### src/rtl/flash_seq_pkg.sv
package flash_seq_pkg;

    typedef enum logic [1:0] {
        SEQ_IDLE,
        SEQ_ISSUE,
        SEQ_BUS,
        SEQ_WAIT
    } seq_state_e;

    typedef enum logic {
        OP_PROG,
        OP_ERASE
    } seq_op_e;

    typedef enum logic [1:0] {
        PH_IDLE,
        PH_SETUP,
        PH_STROBE,
        PH_HOLD
    } bus_phase_e;

    localparam logic [15:0] UNLOCK_A = 16'h5555;
    localparam logic [15:0] UNLOCK_B = 16'h2AAA;
    localparam logic [7:0]  KEY_A    = 8'hAA;
    localparam logic [7:0]  KEY_B    = 8'h55;
    localparam logic [7:0]  KEY_PROG = 8'hA0;
    localparam logic [7:0]  KEY_ERS  = 8'h80;
    localparam logic [7:0]  KEY_CHIP = 8'h10;

    localparam int PROG_STEPS  = 4;
    localparam int ERASE_STEPS = 6;

endpackage

### src/rtl/flash_step_table.sv
module flash_step_table
    import flash_seq_pkg::*;
#(
    parameter int ADDR_W = 19,
    parameter int DATA_W = 8
) (
    input  seq_op_e           op,
    input  logic [2:0]        step,
    input  logic [ADDR_W-1:0] tgt_addr,
    input  logic [DATA_W-1:0] tgt_data,
    output logic [ADDR_W-1:0] step_addr,
    output logic [DATA_W-1:0] step_data,
    output logic              step_last
);

    localparam logic [ADDR_W-1:0] ADR_A = ADDR_W'(UNLOCK_A);
    localparam logic [ADDR_W-1:0] ADR_B = ADDR_W'(UNLOCK_B);

    always_comb begin
        step_addr = ADR_A;
        step_data = DATA_W'(KEY_A);
        step_last = 1'b0;
        if (op == OP_ERASE) begin
            step_last = (step == 3'(ERASE_STEPS - 1));
            case (step)
                3'd0: begin step_addr = ADR_A; step_data = DATA_W'(KEY_A);    end
                3'd1: begin step_addr = ADR_B; step_data = DATA_W'(KEY_B);    end
                3'd2: begin step_addr = ADR_A; step_data = DATA_W'(KEY_ERS);  end
                3'd3: begin step_addr = ADR_A; step_data = DATA_W'(KEY_A);    end
                3'd4: begin step_addr = ADR_B; step_data = DATA_W'(KEY_B);    end
                default: begin step_addr = ADR_A; step_data = DATA_W'(KEY_CHIP); end
            endcase
        end else begin
            step_last = (step == 3'(PROG_STEPS - 1));
            case (step)
                3'd0: begin step_addr = ADR_A; step_data = DATA_W'(KEY_A);    end
                3'd1: begin step_addr = ADR_B; step_data = DATA_W'(KEY_B);    end
                3'd2: begin step_addr = ADR_A; step_data = DATA_W'(KEY_PROG); end
                default: begin step_addr = tgt_addr; step_data = tgt_data;    end
            endcase
        end
    end

endmodule

### src/rtl/flash_bus_cycle.sv
module flash_bus_cycle
    import flash_seq_pkg::*;
#(
    parameter int ADDR_W     = 19,
    parameter int DATA_W     = 8,
    parameter int PULSE_CLKS = 4
) (
    input  logic              clk,
    input  logic              rst_n,
    input  logic              go,
    input  logic [ADDR_W-1:0] in_addr,
    input  logic [DATA_W-1:0] in_data,
    output logic [ADDR_W-1:0] bus_addr,
    output logic [DATA_W-1:0] bus_data,
    output logic              bus_we_n,
    output logic              bus_ce_n,
    output logic              cycle_end
);

    localparam int CNT_W = (PULSE_CLKS < 2) ? 1 : $clog2(PULSE_CLKS);

    typedef struct packed {
        bus_phase_e        phase;
        logic [CNT_W-1:0]  cnt;
        logic [ADDR_W-1:0] addr;
        logic [DATA_W-1:0] data;
        logic              we_n;
        logic              ce_n;
    } bus_t;

    bus_t bus_d, bus_q;

    always_comb begin
        bus_d = bus_q;
        case (bus_q.phase)
            PH_IDLE: begin
                if (go) begin
                    bus_d.phase = PH_SETUP;
                    bus_d.addr  = in_addr;
                    bus_d.data  = in_data;
                    bus_d.ce_n  = 1'b0;
                end
            end
            PH_SETUP: begin
                bus_d.phase = PH_STROBE;
                bus_d.we_n  = 1'b0;
                bus_d.cnt   = CNT_W'(PULSE_CLKS - 1);
            end
            PH_STROBE: begin
                if (bus_q.cnt == '0) begin
                    bus_d.phase = PH_HOLD;
                    bus_d.we_n  = 1'b1;
                end else begin
                    bus_d.cnt = bus_q.cnt - 1'b1;
                end
            end
            default: begin
                bus_d.phase = PH_IDLE;
                bus_d.ce_n  = 1'b1;
            end
        endcase
    end

    always_ff @(posedge clk or negedge rst_n) begin
        if (!rst_n) begin
            bus_q <= '{phase: PH_IDLE, cnt: '0, addr: '0, data: '0,
                       we_n: 1'b1, ce_n: 1'b1};
        end else begin
            bus_q <= bus_d;
        end
    end

    assign bus_addr  = bus_q.addr;
    assign bus_data  = bus_q.data;
    assign bus_we_n  = bus_q.we_n;
    assign bus_ce_n  = bus_q.ce_n;
    assign cycle_end = (bus_q.phase == PH_HOLD);

endmodule

### src/rtl/flash_cmd_seq.sv
module flash_cmd_seq
    import flash_seq_pkg::*;
#(
    parameter int ADDR_W     = 19,
    parameter int DATA_W     = 8,
    parameter int WORD_W     = 32,
    parameter int WAIT_W     = 16,
    parameter int PULSE_CLKS = 4
) (
    input  logic              clk,
    input  logic              rst_n,
    input  logic [ADDR_W-1:0] start_addr,
    input  logic              addr_load,
    input  logic              wr_valid,
    input  logic [WORD_W-1:0] wr_data,
    input  logic              erase_req,
    output logic              cmd_ready,
    input  logic [WAIT_W-1:0] cfg_prog_wait,
    input  logic [WAIT_W-1:0] cfg_erase_wait,
    output logic [ADDR_W-1:0] fl_addr,
    output logic [DATA_W-1:0] fl_data,
    output logic              fl_we_n,
    output logic              fl_ce_n,
    output logic              busy,
    output logic              done
);

    typedef struct packed {
        seq_state_e        state;
        seq_op_e           op;
        logic [2:0]        step;
        logic [ADDR_W-1:0] tgt_addr;
        logic [DATA_W-1:0] tgt_data;
        logic [WAIT_W-1:0] wait_cnt;
        logic              done;
    } seq_t;

    seq_t seq_d, seq_q;

    logic              go;
    logic [ADDR_W-1:0] step_addr;
    logic [DATA_W-1:0] step_data;
    logic              step_last;
    logic              cycle_end;
    logic              unused_hi_bits;

    assign unused_hi_bits = ^wr_data[WORD_W-1:DATA_W];

    flash_step_table #(.ADDR_W(ADDR_W), .DATA_W(DATA_W)) u_table (
        .op        (seq_q.op),
        .step      (seq_q.step),
        .tgt_addr  (seq_q.tgt_addr),
        .tgt_data  (seq_q.tgt_data),
        .step_addr (step_addr),
        .step_data (step_data),
        .step_last (step_last)
    );

    flash_bus_cycle #(.ADDR_W(ADDR_W), .DATA_W(DATA_W), .PULSE_CLKS(PULSE_CLKS)) u_bus (
        .clk       (clk),
        .rst_n     (rst_n),
        .go        (go),
        .in_addr   (step_addr),
        .in_data   (step_data),
        .bus_addr  (fl_addr),
        .bus_data  (fl_data),
        .bus_we_n  (fl_we_n),
        .bus_ce_n  (fl_ce_n),
        .cycle_end (cycle_end)
    );

    always_comb begin
        seq_d      = seq_q;
        seq_d.done = 1'b0;
        go         = 1'b0;
        case (seq_q.state)
            SEQ_IDLE: begin
                if (erase_req) begin
                    seq_d.op    = OP_ERASE;
                    seq_d.step  = '0;
                    seq_d.state = SEQ_ISSUE;
                end else if (addr_load) begin
                    seq_d.tgt_addr = start_addr;
                end else if (wr_valid) begin
                    seq_d.op       = OP_PROG;
                    seq_d.step     = '0;
                    seq_d.tgt_data = wr_data[DATA_W-1:0];
                    seq_d.state    = SEQ_ISSUE;
                end
            end
            SEQ_ISSUE: begin
                go          = 1'b1;
                seq_d.state = SEQ_BUS;
            end
            SEQ_BUS: begin
                if (cycle_end) begin
                    if (step_last) begin
                        seq_d.state = SEQ_WAIT;
                        if (seq_q.op == OP_ERASE) begin
                            seq_d.wait_cnt = cfg_erase_wait;
                        end else begin
                            seq_d.wait_cnt = cfg_prog_wait;
                            seq_d.tgt_addr = seq_q.tgt_addr + 1'b1;
                        end
                    end else begin
                        seq_d.step  = seq_q.step + 1'b1;
                        seq_d.state = SEQ_ISSUE;
                    end
                end
            end
            default: begin
                if (seq_q.wait_cnt == '0) begin
                    seq_d.state = SEQ_IDLE;
                    seq_d.done  = 1'b1;
                end else begin
                    seq_d.wait_cnt = seq_q.wait_cnt - 1'b1;
                end
            end
        endcase
    end

    always_ff @(posedge clk or negedge rst_n) begin
        if (!rst_n) begin
            seq_q <= '{state: SEQ_IDLE, op: OP_PROG, step: '0, tgt_addr: '0,
                       tgt_data: '0, wait_cnt: '0, done: 1'b0};
        end else begin
            seq_q <= seq_d;
        end
    end

    assign cmd_ready = (seq_q.state == SEQ_IDLE);
    assign busy      = (seq_q.state != SEQ_IDLE);
    assign done      = seq_q.done;

endmodule

### config.mk
export PLATFORM = sky130hd
export DESIGN_NAME = flash_cmd_seq
export DESIGN_NICKNAME = d
export VERILOG_FILES = /design/src/rtl/flash_seq_pkg.sv /design/src/rtl/flash_step_table.sv /design/src/rtl/flash_bus_cycle.sv /design/src/rtl/flash_cmd_seq.sv
export SDC_FILE = /design/constraint.sdc
export NUM_CORES = 1
export LEC_CHECK = 0
export ABC_AREA = 1
export ABC_CLOCK_PERIOD_IN_PS = 1800
export BUFFER_PORTS_ARGS = -buffer_cell sky130_fd_sc_hd__buf_4
export CORE_UTILIZATION = 55
export DETAILED_ROUTE_END_ITERATION = 10
export HOLD_SLACK_MARGIN = 0.06
export PLACE_DENSITY = 0.81
export SETUP_SLACK_MARGIN = 0.2
export SYNTH_ARGS = -nofsm -noshare
export SYNTH_HDL_FRONTEND = slang
export SYNTH_HIERARCHICAL = 1
export SYNTH_SLANG_ARGS = --single-unit
export TNS_END_PERCENT = 100
### constraint.sdc
create_clock -name clk -period 1.8 [get_ports clk]
set_clock_uncertainty 0.05 [all_clocks]
set_input_delay 0.45 -clock clk [delete_from_list [all_inputs] [get_ports clk]]
set_output_delay 0.45 -clock clk [all_outputs]
set_load 0.05 [all_outputs]
==> impl_metrics.env, run 1 <==
export IMPL_cp_top_family="buffers and inverters"
export IMPL_power_frac_comb=0.678
export IMPL_rsz0062_at_grt="yes"
export IMPL_dp_hpwl_mm=9.889
export IMPL_cts_buffers=9
export IMPL_synth_top_family_by_area="simple AND/OR/NAND/NOR gates"
export IMPL_power_switching_mw=8.541
export IMPL_hold_path_class="in -> async"
export IMPL_syn2layout_area_growth_pct=33.51
export IMPL_hold_buffers=0
export IMPL_worstSetupEndpointType="flip-flop"
export IMPL_fmax_mhz=509.1
export IMPL_finalSetupViolCount=46
export IMPL_arrival_ns=2.17
export IMPL_cts_tree="built"
export IMPL_max_slew_margin=0.7020
export IMPL_ys_ff_latch=83
export IMPL_p_leak_nw=3.869
export IMPL_fp_dieArea_sq_mm=0.01088
export IMPL_netlist_instances=813
export IMPL_n_antenna_cell=0
export IMPL_grt_max_degree=84
export IMPL_drv_cap=0
export IMPL_fin_crit_sh=1.091
export IMPL_grt_pass1_vias=5691
export IMPL_ys_warnings_count=6
export IMPL_synthAdderAreaFrac=0.03478
export IMPL_start_kind="flip-flop"
export IMPL_synth_nets=917
export IMPL_outcome="finished, violations left"
export IMPL_synthFlopType="dfrtp_1"
export IMPL_start_util=0.5783
export IMPL_grt_first_pass_wirelength_mm=25.70
export IMPL_ys_async_sr_fraction=1.000
export IMPL_h_tree_depth=3
export IMPL_p_seq_frac=0.226
export IMPL_ir_drop_mv=1.065
export IMPL_power_mw=16.51
export IMPL_p_int_mw=7.971
export IMPL_cpPeakStageDelay_ns=0.43
export IMPL_track_usage=0.2896
export IMPL_die_x_um=104.3
export IMPL_violations="setup timing"
export IMPL_fillers=627
export IMPL_wl_per_cell_um=18.40
export IMPL_min_period_ns=1.964
export IMPL_clockPowerShare=0.096
export IMPL_clock_latency_ns=0.39
export IMPL_switching_share=0.5173
export IMPL_vias=6415
export IMPL_ys_types=43
export IMPL_row_count=36
export IMPL_avgSynthCellArea_sq_um=7.081
export IMPL_yosysSeqAreaShare=0.3612
export IMPL_pre_cts_ws_ns=-0.2032
export IMPL_drc_errors=0
export IMPL_drt_wl_total_mm=19.57
export IMPL_cts_buffer_depth=2
export IMPL_antenna_found_initial=1
export IMPL_dr_pass1_iters=8
export IMPL_cts_root_buf="clkbuf_8"
export IMPL_hold_viol=0
export IMPL_drt_iter0_drc=763
export IMPL_muxShareOfSynthArea=0.01739
export IMPL_io_pins=120
export IMPL_cts_sinks=83
export IMPL_path_max_fanout=8
export IMPL_nNetsFinal=1030
export IMPL_final_antenna_net_count=0
export IMPL_cp_data_required_time_ns=2.00
export IMPL_clk_pin_slew_worst_paths_ns=0.10
export IMPL_synth_compound_area_share=0.1061
export IMPL_criticalPathCategory="reg -> reg"
export IMPL_worst_slew_pin_slew_ns=0.4469
export IMPL_overflow=0
export IMPL_crit_path_frequent_cell="buf_6"
export IMPL_place_gp_congestion=0.8666
export IMPL_slew_viol_final=0
export IMPL_setup_slack_ns=-0.1644
export IMPL_synth_simple_gate_area_share=0.3636
export IMPL_die_h_um=104.3
export IMPL_drive_gt1_frac=0.3394
export IMPL_crit_slowest_cell="dfrtp_1"
export IMPL_syn_area_sq_mm=0.005757
export IMPL_vias_per_cell=6.029
export IMPL_synth_xor_area_frac=0.001521
export IMPL_io_buffer_count=95
export IMPL_crit_chain="buf_6 -> inv_4 -> ha_4 -> buf_6 -> buf_4 -> buf_6 -> nand4_4 -> mux2_4"
export IMPL_core_area_sq_mm=0.009955
export IMPL_powerDensity_mw_per_mm2=2148
export IMPL_cp_num_buf_inv=5
export IMPL_synth_edf_count=0
## registers in the layout (all words and copies together) (netlist names)
| name | count |
|---|---|
| u_bus/bus_q | 4 |
| u_bus/bus_ce_n | 1 |
| u_bus/bus_addr | 19 |
| done | 1 |
| u_bus/bus_we_n | 1 |
| seq_q | 49 |
| u_bus/bus_data | 8 |
## final timing paths
kind | endpoint | cells past startpoint | start | slack [ns]
min in group clk | seq_q[21] | 2 | wr_data[4] | 0.26
worst max-delay path | seq_q[24] | 8 | seq_q[49] | -0.16
max in group asynchronous | u_bus/bus_ce_n | 2 | rst_n | 1.29
worst max register to register | seq_q[24] | 8 | seq_q[49] | -0.16
worst min register to register | u_bus/bus_addr[14] | 2 | u_bus/bus_addr[14] | 0.43
worst min-delay path | seq_q[14] | 2 | rst_n | 0.05
## Yosys cell counts (2+ instances only)
cell type,n,area share
nor2_2,21,0.023
o21bai_1,3,0.0039
a21oi_2,14,0.021
nand2_1,283,0.18
nand2_2,8,0.0087
dfstp_2,2,0.0091
nand2_4,3,0.0059
mux2_2,8,0.016
nor3_1,4,0.0035
nand3_1,79,0.069
buf_4,34,0.044
ha_1,16,0.035
a21oi_1,19,0.017
o21ai_0,40,0.035
inv_2,6,0.0039
a22oi_1,8,0.010
o21ai_1,14,0.012
nand4_1,6,0.0065
buf_6,7,0.014
nor2_4,3,0.0059
dfrtp_1,81,0.35
clkbuf_8,2,0.0048
nor2_1,72,0.047
buf_2,11,0.0096
inv_1,51,0.033
## worst reg2reg max path: cells and delay by family, from the launching register on
kind	cells	cell delay, ns
AND/OR/NAND/NOR	1	0.25
adder cells (fa/ha/maj)	1	0.17
flip-flops	1	0.43
buffers and inverters	5	0.50
multiplexers	1	0.43
## cells in the final DEF (no fill, tap or decap), types with 5 or more instances in the layout
cell / n
nand2_1: 260
buf_4: 117
dfrtp_1: 81
nand3_1: 76
nor2_1: 66
inv_1: 46
o21ai_0: 26
nand2_2: 24
nor2_2: 20
a21oi_2: 20
buf_6: 19
o21ai_1: 15
o21ai_2: 12
nand2_4: 11
a21oi_1: 11
clkbuf_8: 11
nor2_4: 10
ha_1: 10
buf_12: 10
inv_2: 8
mux2_4: 8
nand4_1: 6
a22oi_1: 6
ha_4: 5
## per-stage QoR
step                      setup TNS (ns)  cell area, sq um  std cells  hold WS [ns]  utilization
after global routing              -6.347              7686       1064       0.06972       0.7721
final                             -4.740              7686       1064       0.05168       0.7721
after CTS                        -0.1474              7203       1051       0.07673       0.7236
after detailed placement          -2.576              6528       1015        0.4111       0.6557
after global placement           -0.7790              6528       1015        0.4010       0.6557
after floorplan                        0              5816        813        0.1044            -
## logic make-up after synthesis
group,count (synthesis)
muxes,9
buffers and inverters,116
adders and majority gates,16
and+or+nand+nor,485
xor gates and xnor gates,1
DFF,83
AOI/OAI and AO/OA,103
## cell type report
class	instances	area, sq um	share of cell area
clock buffers	11	151.4	0.01970
clock inverters	5	75.07	0.009767
inverters	59	254.0	0.03305
multi-input cells	617	3482	0.4530
flip-flops and latches	83	2079	0.2706
well taps	133	166.4	0.02165
repair buffers	154	1460	0.1900
repair inverters	2	17.52	0.002279
## layer usage
layer  up-vias  part of all wire  GRT usage  wire, um
met5         -           0.00046          0         9
met4         2             0.070     0.1612      1366
met3       176              0.10    0.03885      1990
met2       543              0.48     0.5019      9443
met1      2878              0.35     0.3452      6764
li1       2816                 -          -         -
## timing repair
action | 4_1_cts | 5_1_grt
buffers inserted | 16 | 7
setup endpoints to repair | 76 | 82
pin swaps | 17 | 19
endpoints found under the hold margin | 0 | 0
resized for setup | 74 | 78
gates cloned | 4 | 6
## power groups by stage
stage          Combinational, mW  Clock (mW)  Sequential [mW]
2_1_floorplan               6.66           0             3.44
4_1_cts                     9.22        1.56             3.55
6_report                    11.2        1.58             3.73
3_3_place_gp                7.84           0             3.51
3_5_place_dp                8.14           0             3.56
5_1_grt                     11.9        1.65             3.80
Note: power is estimated with default switching activity, not from simulation.
==> run 2: changes to the inputs <==
--- a/config.mk
+++ b/config.mk
@@ -5,13 +5,12 @@
 export SDC_FILE = /design/constraint.sdc
 export NUM_CORES = 1
 export LEC_CHECK = 0
-export ABC_AREA = 1
 export ABC_CLOCK_PERIOD_IN_PS = 1800
 export BUFFER_PORTS_ARGS = -buffer_cell sky130_fd_sc_hd__buf_4
 export CORE_UTILIZATION = 55
 export DETAILED_ROUTE_END_ITERATION = 10
 export HOLD_SLACK_MARGIN = 0.06
-export PLACE_DENSITY = 0.81
+export PLACE_DENSITY = 0.82
 export SETUP_SLACK_MARGIN = 0.2
 export SYNTH_ARGS = -nofsm -noshare
 export SYNTH_HDL_FRONTEND = slang
==> run 2 against run 1 <==
Net effect:
- the run still ends with setup timing left
- synthesized area is 9.0% lower
- combinational power grew 12%
- global-route usage grew 9.3 points
- critical path depth did not move
- count of clock-buffer cells in the layout down 1
- clock power decreased by 9%
- routed wire length rose by 11%
- maximum frequency decreased by 18%
- worst setup slack worse by 0.43 ns
- sequential share of layout area down 2.0 points
- register-to-register slack worse by 0.43 ns
- power is 5.7% higher
- critical endpoint is now seq_q[16]
- largest cell class unchanged
==> impl_metrics.env, run 2 <==
export IMPL_outcome="finished, violations left"
export IMPL_violations="setup timing"
export IMPL_fp_dieArea_sq_mm=0.009924
export IMPL_avgSynthCellArea_sq_um=9.760
export IMPL_start_kind="flip-flop"
export IMPL_nNetsFinal=834
export IMPL_overflow=0
export IMPL_crit_slowest_cell="or4b_1"
export IMPL_hold_path_class="in -> reg"
export IMPL_grt_max_degree=37
export IMPL_rsz0062_at_grt="yes"
export IMPL_cts_tree="built"
export IMPL_antenna_found_initial=0
export IMPL_power_switching_mw=8.151
export IMPL_io_buffer_count=95
export IMPL_syn_area_sq_mm=0.005241
export IMPL_yosys_area_top_type_share=0.3867
export IMPL_cts_buffers=9
export IMPL_drt_iter0_drc=556
export IMPL_top_register="seq_q"
export IMPL_drc_errors=0
export IMPL_criticalPathCategory="reg -> reg"
export IMPL_crit_chain="nand2_2 -> nor2_4 -> o21a_1 -> nand2_4 -> a211oi_4 -> nand2_2 -> or4b_1 -> a32o_1"
export IMPL_synthAdderAreaFrac=0.03820
export IMPL_yosys_area_top_type="dfrtp_1"
export IMPL_power_frac_comb=0.717
export IMPL_synth_top_family_by_area="compound AO/OA/AOI/OAI gates"
export IMPL_synthFlopType="dfrtp_1"
export IMPL_mostFrequentLayoutCell="buf_4"
export IMPL_synth_compound_area_share=0.1862
export IMPL_synthTopCellsByCount="81 x dfrtp_1, 51 x nand2_1, 38 x a21oi_1, 28 x buf_4, 24 x nor2_1"
export IMPL_grt_first_pass_wirelength_mm=29.26
export IMPL_cts_root_buf="clkbuf_8"
export IMPL_synth_edf_count=0
export IMPL_final_antenna_net_count=0
export IMPL_yosysSeqAreaShare=0.3968
export IMPL_layout_common_cells="173 x buf_4, 79 x dfrtp_1, 39 x buf_6"
export IMPL_yosysMostFrequentCell="dfrtp_1"
export IMPL_grt_pass1_vias=5662
export IMPL_clk_pin_slew_worst_paths_ns=0.09
export IMPL_path_max_fanout=3
export IMPL_r2r_end="seq_q[16]"
export IMPL_place_gp_congestion=0.8768
export IMPL_largest_register_ffs=49
export IMPL_ys_top_cells_by_area="dfrtp_1 39%, mux2_4 5.7%, mux2_2 4.3%"
export IMPL_arrival_ns=2.61
export IMPL_ys_warnings_count=6
export IMPL_cts_buffer_depth=2
export IMPL_vias_per_cell=6.701
export IMPL_p_int_mw=9.297
export IMPL_start_util=0.5672
export IMPL_synth_nets=641
export IMPL_hold_end="seq_q[22]"
export IMPL_switching_share=0.4672
export IMPL_cpPeakStageDelay_ns=0.51
export IMPL_synth_xor_area_frac=0
export IMPL_crit_path_frequent_cell="nand2_2"
export IMPL_dp_hpwl_mm=9.629
export IMPL_row_count=35
export IMPL_io_pins=120
export IMPL_slew_viol_final=0
export IMPL_die_h_um=99.62
export IMPL_h_tree_depth=3
export IMPL_p_seq_frac=0.201
export IMPL_worstSetupEndpointType="flip-flop"
export IMPL_ff2ff_setup_slack_ns=-0.60
export IMPL_ir_drop_mv=1.354
export IMPL_p_leak_nw=3.795
export IMPL_ys_async_sr_fraction=1.000
export IMPL_hold_viol=0
export IMPL_fmax_mhz=417.3
export IMPL_drv_cap=0
export IMPL_worst_slew_pin_slew_ns=0.5496
export IMPL_syn2layout_area_growth_pct=58.25
export IMPL_fin_crit_sh=1.331
export IMPL_vias=5790
export IMPL_ys_types=74
export IMPL_max_slew_margin=0.6329
export IMPL_wl_per_cell_um=25.21
export IMPL_clockPowerShare=0.083
export IMPL_clock_latency_ns=0.38
export IMPL_cp_data_required_time_ns=2.01
export IMPL_netlist_instances=537
export IMPL_r2r_cells=8
export IMPL_hold_ws_ns=0.2525
export IMPL_min_period_ns=2.397
export IMPL_cts_sinks=83
export IMPL_track_usage=0.3826
export IMPL_die_x_um=99.62
export IMPL_core_area_sq_mm=0.009240
export IMPL_finalSetupViolCount=65
export IMPL_startpoint="seq_q[46]"
export IMPL_n_antenna_cell=0
export IMPL_drive_gt1_frac=0.5619
export IMPL_min_from="wr_data[5]"
export IMPL_ys_ff_latch=83
export IMPL_post_route_util=0.8976
export IMPL_r2r_start="seq_q[46]"
export IMPL_synth_simple_gate_area_share=0.1671
export IMPL_setup_slack_ns=-0.5965
export IMPL_drt_wl_total_mm=21.78
export IMPL_muxShareOfSynthArea=0.1315
export IMPL_hold_depth=2
export IMPL_powerDensity_mw_per_mm2=2104
export IMPL_dr_pass1_iters=5
==> run 2: cell count changes after synthesis, moves of 18 or more <==
cell,change
nor2_1,-48
mux2_4,+20
nand3_1,-61
nand2_1,-232
nor2_2,-20
inv_1,-35
a21oi_1,+19
o21ai_0,-18
==> run 2: cells by family after synthesis <==
kind of cell	count (synthesis)
AND/OR/NAND/NOR	165
AO/OA/AOI/OAI	144
flip-flops	83
buffers and inverters	73
multiplexers	56
adder cells (fa/ha/maj)	16
==> run 2: critical path: cells and delay by family (launching register included) <==
family | cells | cell delay [ns]
AOI/OAI and AO/OA | 3 | 0.82
DFF | 1 | 0.43
and+or+nand+nor | 5 | 0.98
==> run 2: worst max-delay path by stage <==
stage | depth (start not counted) | slack [ns] | end
floorplan | 9 | -0.56 | seq_q[16]
global placement | 5 | -0.35 | seq_q[16]
detailed placement | 5 | -0.37 | seq_q[16]
CTS | 5 | -0.38 | seq_q[16]
global route | 8 | -0.63 | seq_q[16]
finish | 8 | -0.60 | seq_q[16]
==> run 2: what timing repair did <==
item                       4_1_cts  5_1_grt
cloned                           8        4
hold endpoints to repair        26        0
gates resized for setup        141       52
setup endpoints to repair       83       83
hold buffers                     1        0
pin swaps                       46       14
buffers inserted                34       17
==> run 2: final cells by class <==
cell class | count | area (sq um)
Clock buffer | 10 | 127.6
Clock inverter | 6 | 73.82
Fill cell | 360 | 945.9
Inverter | 17 | 80.08
Multi-Input combinational cell | 382 | 3493
Sequential cell | 83 | 2082
Tap cell | 129 | 161.4
Timing Repair Buffer | 237 | 2276
==> run 2: per-layer routing <==
metal,share of wire,vias to the layer above,GRT usage
met4,0.079,0,0.2070
li1,-,2335,-
met5,0,-,0
met3,0.087,192,0.08503
met1,0.36,2783,0.4444
met2,0.48,480,0.6587
==> run 2: through the flow <==
step | setup WS, ns | power, mW | setup TNS, ns | instances | cell area (sq um)
3_3_place_gp | -0.3514 | 10.90 | -6.879 | 784 | 6583
2_1_floorplan | -0.5582 | 9.093 | -5.396 | 537 | 5498
5_1_grt | -0.6258 | 17.98 | -18.00 | 864 | 8294
3_5_place_dp | -0.3675 | 11.23 | -8.659 | 784 | 6583
6_report | -0.5965 | 17.45 | -16.38 | 864 | 8294
4_1_cts | -0.3826 | 15.17 | -6.817 | 843 | 7855
==> run 2: power groups by stage <==
stage | registers [mW] | logic, mW | clock network (mW)
floorplan | 3.42 | 5.68 | 0
global placement | 3.27 | 7.63 | 0
detailed placement | 3.33 | 7.89 | 0
CTS | 3.32 | 10.4 | 1.42
global route | 3.55 | 12.9 | 1.50
finish | 3.50 | 12.5 | 1.44
==> run 3: changes to the inputs <==
--- a/config.mk
+++ b/config.mk
@@ -11,7 +11,7 @@
 export DETAILED_ROUTE_END_ITERATION = 10
 export HOLD_SLACK_MARGIN = 0.06
 export PLACE_DENSITY = 0.82
-export SETUP_SLACK_MARGIN = 0.2
+export SETUP_SLACK_MARGIN = 0.3
 export SYNTH_ARGS = -nofsm -noshare
 export SYNTH_HDL_FRONTEND = slang
 export SYNTH_HIERARCHICAL = 1
==> run 3 against run 2 <==
Net effect:
- the flow still finishes with violations (setup timing)
- critical path depth is 2 lower
- clock power is 8% lower
- power is 6.4% lower
- count of clock-buffer cells in the layout stayed put
- cell area is 3.5% lower
- first-iteration DRC count is 23% lower
- routed wire length is 11% lower
- worst hold slack better by 0.0025 ns
- non-clock buffer count is 1 higher
- via count is 5.4% lower
- critical endpoint is now seq_q[40]
==> impl_metrics.env, run 3 (synthesized netlist as in run 2, its figures left out) <==
export IMPL_outcome="finished, violations left"
export IMPL_violations="setup timing"
export IMPL_p_leak_nw=3.707
export IMPL_hold_viol=0
export IMPL_slew_viol_final=0
export IMPL_clockPowerShare=0.081
export IMPL_criticalPathCategory="reg -> reg"
export IMPL_power_switching_mw=7.577
export IMPL_grt_max_degree=35
export IMPL_h_tree_depth=3
export IMPL_vias=5475
export IMPL_io_buffer_count=95
export IMPL_power_mw=16.33
export IMPL_nNetsFinal=835
export IMPL_powerDensity_mw_per_mm2=2040
export IMPL_ir_drop_mv=1.112
export IMPL_antenna_found_initial=0
export IMPL_layout_common_cells="183 x buf_4, 79 x dfrtp_1, 41 x nand2_1"
export IMPL_worst_slew_pin_slew_ns=0.6151
export IMPL_clk_pin_slew_worst_paths_ns=0.09
export IMPL_arrival_ns=2.63
export IMPL_dp_hpwl_mm=9.982
export IMPL_finalSetupTns_ns=-15.02
export IMPL_fmax_mhz=422.1
export IMPL_grt_pass1_vias=5355
export IMPL_grt_first_pass_wirelength_mm=26.34
export IMPL_setup_slack_ns=-0.5690
export IMPL_die_x_um=99.62
export IMPL_finalSetupViolCount=60
export IMPL_mostFrequentLayoutCell="buf_4"
export IMPL_vias_per_cell=6.329
export IMPL_io_pins=120
export IMPL_track_usage=0.3403
export IMPL_cp_data_required_time_ns=2.07
export IMPL_overflow=0
export IMPL_cts_buffer_depth=2
export IMPL_hold_path_class="in -> reg"
export IMPL_final_antenna_net_count=0
export IMPL_top_register="seq_q"
export IMPL_path_max_fanout=7
export IMPL_worstSetupEndpointType="flip-flop"
export IMPL_cts_buffers=9
export IMPL_fin_crit_sh=1.316
export IMPL_drc_errors=0
export IMPL_drive_gt1_frac=0.5435
export IMPL_p_seq_frac=0.212
export IMPL_fp_dieArea_sq_mm=0.009924
export IMPL_p_int_mw=8.754
export IMPL_dr_pass1_iters=6
export IMPL_cts_sinks=83
export IMPL_cts_root_buf="clkbuf_8"
export IMPL_place_gp_congestion=0.8937
export IMPL_die_h_um=99.62
export IMPL_post_route_util=0.8664
export IMPL_cts_tree="built"
export IMPL_wl_per_cell_um=22.37
export IMPL_drt_wl_total_mm=19.35
export IMPL_pre_cts_ws_ns=-0.4100
export IMPL_min_period_ns=2.369
export IMPL_row_count=35
export IMPL_start_util=0.5672
export IMPL_start_kind="flip-flop"
export IMPL_power_frac_comb=0.707
export IMPL_n_antenna_cell=0
export IMPL_max_slew_margin=0.5865
export IMPL_clock_latency_ns=0.38
export IMPL_drv_cap=0
export IMPL_core_area_sq_mm=0.009240
export IMPL_largest_register_ffs=49
export IMPL_rsz0062_at_grt="yes"
export IMPL_drt_iter0_drc=427
export IMPL_syn2layout_area_growth_pct=52.73
export IMPL_switching_share=0.4639
run 3: changes by cell type in the layout (fill, tap and decap cells not counted), sizes merged:
cell,before,now
bufinv,1,0
clkinvlp,3,4
clkbuf,12,10
buf,233,236
run 3: area by class of cell:
cell class	count	area, sq um
clock inverters	6	48.80
clock buffers	10	127.6
well taps	129	161.4
repair buffers	238	2121
multi-input cells	382	3385
inverters	17	80.08
fillers	414	1235
flip-flops and latches	83	2082
run 3: stage by stage:
step                cells  hold WS, ns  area [sq um]
floorplan             537       0.1044          5509
global placement      800       0.3296          6700
detailed placement    800       0.3275          6700
CTS                   853       0.2603          7716
global route          865       0.2595          8005
finish                865       0.2550          8005
run 3: path summary, 6_finish.rpt:
kind	cells after the start	slack [ns]	startpoint	to
worst max-delay path	6	-0.57	seq_q[27]	seq_q[40]
worst min-delay path	2	0.25	wr_data[5]	seq_q[22]
worst max register to register	6	-0.57	seq_q[27]	seq_q[40]
worst min register to register	1	0.47	u_bus/bus_addr[1]	u_bus/bus_addr[1]
max in group asynchronous	3	0.65	rst_n	seq_q[4]
min in group asynchronous	2	0.47	rst_n	u_bus/bus_addr[17]
run 3: power groups by stage:
stage / logic, mW / registers (mW) / clock network [mW]
2_1_floorplan: 5.70 / 3.42 / 0
3_3_place_gp: 7.86 / 3.32 / 0
3_5_place_dp: 8.14 / 3.38 / 0
4_1_cts: 10.1 / 3.38 / 1.27
5_1_grt: 12.0 / 3.52 / 1.37
6_report: 11.5 / 3.47 / 1.32
run 3: worst max-delay path, stage by stage, from the launching register on:
cell and delay, ns:
dfrtp_1 0.50, nand3_1 0.34, nor4_2 0.63, buf_4 0.27
nand4_1 0.18, a21oi_2 0.20, o22a_1 0.13
run 3: repair_timing:
| item | in CTS | in global routing |
|---|---|---|
| hold buffers | 1 | 0 |
| setup endpoints to repair | 84 | 88 |
| gates resized for setup | 117 | 49 |
| pin swaps | 27 | 29 |
| cloned | 5 | 0 |
| buffers inserted | 31 | 12 |
| hold endpoints to repair | 22 | 0 |
run 3: routing by layer:
layer | global-route usage | up-vias | wire [um]
li1 | - | 2332 | -
met1 | 0.3997 | 2620 | 7165
met2 | 0.5978 | 391 | 9430
met3 | 0.05973 | 132 | 1512
met4 | 0.1731 | 0 | 1241
met5 | 0 | - | 0
